==> src/rtl/adc_trig_pkg.sv <==
package adc_trig_pkg;

  localparam int SEL_W   = 5;
  localparam int NUM_GEN = 4;

  // source codes; the generator groups are ranges starting at a base code
  typedef enum logic [SEL_W-1:0] {
    SRC_NONE        = 5'd0,
    SRC_SW_PAIR     = 5'd1,
    SRC_SW_GLOBAL   = 5'd2,
    SRC_PWM_SPECIAL = 5'd3,
    SRC_TMR1        = 5'd12,
    SRC_TMR2        = 5'd31
  } src_code_e;

  localparam int PRI_CODE_BASE  = 4;
  localparam int SEC_CODE_BASE  = 14;
  localparam int ILIM_CODE_BASE = 23;

  // bit positions in the internal hardware trigger vector
  localparam int HW_GLOBAL    = 0;
  localparam int HW_SPECIAL   = 1;
  localparam int HW_TMR1      = 2;
  localparam int HW_TMR2      = 3;
  localparam int HW_PRI_BASE  = 4;
  localparam int HW_SEC_BASE  = HW_PRI_BASE + NUM_GEN;
  localparam int HW_ILIM_BASE = HW_SEC_BASE + NUM_GEN;
  localparam int HW_NUM       = HW_ILIM_BASE + NUM_GEN;

  function automatic logic src_is_active(input logic [SEL_W-1:0] code);
    return code inside {[5'd1:5'd7], 5'd12, [5'd14:5'd17], [5'd23:5'd26], 5'd31};
  endfunction

endpackage

==> src/rtl/trig_edge_detect.sv <==
module trig_edge_detect #(
  parameter int WIDTH = 16
) (
  input  logic             clk,
  input  logic             rst,
  input  logic [WIDTH-1:0] level_in,
  output logic [WIDTH-1:0] rise_out
);

  logic [WIDTH-1:0] prev_q;

  always_ff @(posedge clk) begin
    if (rst) prev_q <= '0;
    else     prev_q <= level_in;
  end

  assign rise_out = level_in & ~prev_q;

endmodule

==> src/rtl/trig_source_mux.sv <==
module trig_source_mux
  import adc_trig_pkg::*;
(
  input  logic [SEL_W-1:0]  sel,
  input  logic [HW_NUM-1:0] hw_rise,
  input  logic              sw_go,
  output logic              hw_hit,
  output logic              sw_hit
);

  always_comb begin
    hw_hit = 1'b0;
    if (sel == SRC_SW_GLOBAL)   hw_hit = hw_rise[HW_GLOBAL];
    if (sel == SRC_PWM_SPECIAL) hw_hit = hw_rise[HW_SPECIAL];
    if (sel == SRC_TMR1)        hw_hit = hw_rise[HW_TMR1];
    if (sel == SRC_TMR2)        hw_hit = hw_rise[HW_TMR2];
    for (int g = 0; g < NUM_GEN; g++) begin
      if (sel == SEL_W'(PRI_CODE_BASE + g))  hw_hit = hw_rise[HW_PRI_BASE + g];
      if (sel == SEL_W'(SEC_CODE_BASE + g))  hw_hit = hw_rise[HW_SEC_BASE + g];
      if (sel == SEL_W'(ILIM_CODE_BASE + g)) hw_hit = hw_rise[HW_ILIM_BASE + g];
    end
  end

  assign sw_hit = (sel == SRC_SW_PAIR) && sw_go;

endmodule

==> src/rtl/pair_req_tracker.sv <==
module pair_req_tracker (
  input  logic clk,
  input  logic rst,
  input  logic start,
  input  logic irq_en,
  input  logic conv_gnt,
  input  logic conv_done,
  output logic taken,
  output logic pending,
  output logic conv_req,
  output logic irq
);

  logic in_flight_q;
  logic finish;

  assign finish   = in_flight_q && conv_done;
  assign taken    = !pending && start;
  assign conv_req = pending && !in_flight_q;
  assign irq      = finish && irq_en;

  always_ff @(posedge clk) begin
    if (rst) begin
      pending     <= 1'b0;
      in_flight_q <= 1'b0;
    end else if (finish) begin
      pending     <= 1'b0;
      in_flight_q <= 1'b0;
    end else begin
      if (taken)               pending     <= 1'b1;
      if (conv_req && conv_gnt) in_flight_q <= 1'b1;
    end
  end

endmodule

==> src/rtl/adc_pair_trigger.sv <==
module adc_pair_trigger
  import adc_trig_pkg::*;
(
  input  logic               clk,
  input  logic               rst,
  input  logic               cfg_we,
  input  logic [SEL_W-1:0]   cfg_src_sel,
  input  logic               cfg_sw_go,
  input  logic               cfg_irq_en,
  input  logic               glb_sw_trig,
  input  logic [NUM_GEN-1:0] pwm_pri_trig,
  input  logic [NUM_GEN-1:0] pwm_sec_trig,
  input  logic [NUM_GEN-1:0] pwm_ilim_trig,
  input  logic               pwm_special_trig,
  input  logic               tmr1_match,
  input  logic               tmr2_match,
  output logic               conv_req,
  input  logic               conv_gnt,
  input  logic               conv_done,
  output logic [SEL_W-1:0]   src_sel_q,
  output logic               sw_go_q,
  output logic               irq_en_q,
  output logic               pending,
  output logic               irq
);

  logic [HW_NUM-1:0] hw_level;
  logic [HW_NUM-1:0] hw_rise;
  logic              hw_hit;
  logic              sw_hit;
  logic              taken;

  always_comb begin
    hw_level                             = '0;
    hw_level[HW_GLOBAL]                  = glb_sw_trig;
    hw_level[HW_SPECIAL]                 = pwm_special_trig;
    hw_level[HW_TMR1]                    = tmr1_match;
    hw_level[HW_TMR2]                    = tmr2_match;
    hw_level[HW_PRI_BASE  +: NUM_GEN]    = pwm_pri_trig;
    hw_level[HW_SEC_BASE  +: NUM_GEN]    = pwm_sec_trig;
    hw_level[HW_ILIM_BASE +: NUM_GEN]    = pwm_ilim_trig;
  end

  trig_edge_detect #(.WIDTH(HW_NUM)) i_edge (
    .clk      (clk),
    .rst      (rst),
    .level_in (hw_level),
    .rise_out (hw_rise)
  );

  trig_source_mux i_mux (
    .sel     (src_sel_q),
    .hw_rise (hw_rise),
    .sw_go   (sw_go_q),
    .hw_hit  (hw_hit),
    .sw_hit  (sw_hit)
  );

  pair_req_tracker i_track (
    .clk       (clk),
    .rst       (rst),
    .start     (hw_hit || sw_hit),
    .irq_en    (irq_en_q),
    .conv_gnt  (conv_gnt),
    .conv_done (conv_done),
    .taken     (taken),
    .pending   (pending),
    .conv_req  (conv_req),
    .irq       (irq)
  );

  // config fields; a software write wins over the hardware clear
  always_ff @(posedge clk) begin
    if (rst) begin
      src_sel_q <= SRC_NONE;
      sw_go_q   <= 1'b0;
      irq_en_q  <= 1'b0;
    end else if (cfg_we) begin
      src_sel_q <= cfg_src_sel;
      sw_go_q   <= cfg_sw_go;
      irq_en_q  <= cfg_irq_en;
    end else if (taken && sw_hit) begin
      sw_go_q   <= 1'b0;
    end
  end

endmodule

==> config.mk <==
export PLATFORM = sky130hd
export DESIGN_NAME = adc_pair_trigger
export DESIGN_NICKNAME = d
export VERILOG_FILES = /design/src/rtl/adc_trig_pkg.sv /design/src/rtl/trig_edge_detect.sv /design/src/rtl/trig_source_mux.sv /design/src/rtl/pair_req_tracker.sv /design/src/rtl/adc_pair_trigger.sv
export SDC_FILE = /design/constraint.sdc
export NUM_CORES = 1
export LEC_CHECK = 0
export BUFFER_PORTS_ARGS = -buffer_cell sky130_fd_sc_hd__buf_2
export CORE_MARGIN = 2
export CORE_UTILIZATION = 41
export CTS_CLUSTER_SIZE = 10
export DETAILED_ROUTE_END_ITERATION = 10
export PLACE_DENSITY = 0.72
export SLEW_MARGIN = 10
export SYNTH_ARGS = -nofsm -noshare
export SYNTH_HDL_FRONTEND = slang
export SYNTH_HIERARCHICAL = 1
export SYNTH_SLANG_ARGS = --single-unit
==> constraint.sdc <==
create_clock -name clk -period 2.35 [get_ports clk]
set_input_delay 0.47 -clock clk [delete_from_list [all_inputs] [get_ports clk]]
set_output_delay 0.47 -clock clk [all_outputs]
set_load 0.05 [all_outputs]
==> metrics <==
status finished, final reports clean; Yosys top cell area share 37.5%; Cell Chain, Critical Path mux2_4 > o22a_1 > o32ai_1 > o22ai_1 > or2_2 > nor2b_1 > nand2_1 > nand3b_4 > a21oi_2; Num CTS Buffers 3; final core occ 50.1%; period utilisation layout 94.7%; Sink Count 25; EDFF count, synth 0; post-synthesis sequential area ratio 37.5%; # DRC 0; detailed-route wire length per cell 11.2 µm; Avg Vias per Cell between 4 and 5; FFs w/ async S/R, synth 0%; Register Area 503 µm²; Final Instance Area 0.00154 mm²; setup bufs post-CTS 0; most common cell after layout, fill and taps aside buf_2; Buffers on Ports 37; DRT Pass-1 Iters 4; Setup Skew 0.00116 ns; core area 0.00308 mm²; flops & latches, synth 25; vias in the first global route between 1,000 and 1,500; vias 1,068; crit-path max cell delay 0.65 ns; die height roughly 60 µm; Critical path origin src_sel_q[3]; CP startpoint kind flip-flop; die width roughly 60 µm; initial antenna violation count 0; ANT cells 0; dpl ws 0.130 ns; Synth Instances 135; row cnt 20; Final WS setup 0.124 ns; crit path DAT 2.48 ns; Critical Path RT 2.61 ns; GRT Residual Overflow 0; CTS tree done; CTS H-tree depth 1; Worst Hold Class in -> reg; critical path peak fanout 11; fillers ~300; Pwr Density around 550 mW/mm²; first-pass GRT wire length 4100 µm; Final Max Slew Viols 0; count of unique library cells instantiated by Yosys 42; Buf+Inv Stages, Crit Path 0; Worst VDD drop 355 µV; CP delay by family, top flip-flops; # hold bufs at CTS 0; Worst-path clk slew 0.12 ns; CP endpoint kind flip-flop; layout cell share with drive strength beyond 1 41.5%; Main synth FF type dfxtp_1; Yosys warning count 6; Total Die Area ~0.0037 mm²; Mapped Area 0.00133 mm²; hold path start conv_done; max cap viols 0; clock latency on the worst-skew pair between 0.3 and 0.4 ns; RSZ-0062 raised after global routing false; drt initial violations 19; LEAKAGE 0.671 nW; Initial Utilization 43.3%; final worst path period need 2.23 ns; TNS Setup 0 ns; Critical R2R Launch src_sel_q[3]; Routability Congestion 0.878; Root Buffer Master clkbuf_4; largest net degree at the start of global routing 26; HPWL after DPL roughly 1900 µm; Fmax 449 MHz; I/O pin count 38; Area after DPL 0.00152 mm²; Fin. Hold Viols 0; Multi-input gate area 743 µm²; GRT Util Overall approximately 14%; Tightest Pin Transition 0.495 ns; Slowest-stage cell, CP dfxtp_1; DRT antenna net count 0; final setup vio count 0; most frequent cells in the layout buf_2 (37), dfxtp_1 (23), nor2b_1 (20); Resized cells post-CTS 0; Avg Cell Area, Syn between 9 and 10 µm²; nets 200; top post-synthesis cells by area dfxtp_1 (38%), nor2b_1 (9.4%), mux2i_1 (5.3%); Tot Pwr 0.841 mW; area leader, netlist dfxtp_1; syn_nets 163; final WL ~2400 µm; Max clock buf depth 2; critical path type reg -> reg; Syn-to-layout area delta 15.7%; relative slew slack between 60% and 70%
==> cell type report <==
cell class,instances,share of cell area [%]
multi-input combinational,99,48.2
sequential,25,32.6
timing repair buffer,39,13.0
tap,44,3.57
clock buffer,4,1.70
inverter,4,0.973
==> Yosys cell counts (all sizes together) (3+ instances only) <==
master  count
a21oi       3
a22oi       3
and2b       7
buf         7
dfxtp      25
inv         4
mux2i       7
nand2       5
nand2b      3
nand3       3
nand3b      3
nor2       11
nor2b      28
o21ai       3
==> final timing paths <==
kind	end	slack, ns	cells after the start
hold / removal	i_track/pending	0.36	2
setup / recovery	sw_go_q	0.12	9
hold reg to reg	i_track/in_flight_q	0.51	2
setup reg to reg	sw_go_q	0.12	9
==> flip-flops by register name, indices dropped and copies added, names as in the netlist <==
| register | count |
|---|---|
| i_edge/prev_q | 16 |
| i_track/pending | 1 |
| src_sel_q | 5 |
| irq_en_q | 1 |
| i_track/in_flight_q | 1 |
| sw_go_q | 1 |
==> layer usage <==
metal / share of wire, % / vias up / routed length, µm / track usage (%)
met5: 0 / - / 0 / 0
met4: 0.88 / 0 / 21 / 5.59
met3: 5.6 / 2 / 135 / 3.15
met2: 50 / 31 / 1200 / 25.5
met1: 43 / 497 / 1040 / 17.0
li1: - / 538 / - / -
==> metrics by stage <==
step                hold slack, ns  instances
floorplan                    0.454        135
global route                 0.335        215
finish                       0.359        215
CTS                          0.346        215
global placement             0.482        211
detailed placement           0.497        211
==> cells by family (layout without fill, tap and decap cells) <==
logic type	after synthesis	in the layout	synth area share [%]
buffers and inverters	11	47	6.75
muxes	9	9	7.50
AOI/OAI and AO/OA	22	22	12.7
and+or+nand+nor	68	68	35.6
DFF	25	25	37.5
==> power by group <==
group | switching (mW) | internal, mW | total [mW]
clock network | 0.120 | 0.0663 | 0.186
registers | 0.0246 | 0.449 | 0.473
logic | 0.0986 | 0.0830 | 0.182
total | 0.243 | 0.598 | 0.841
No activity file was read; power rests on OpenSTA's default activity.
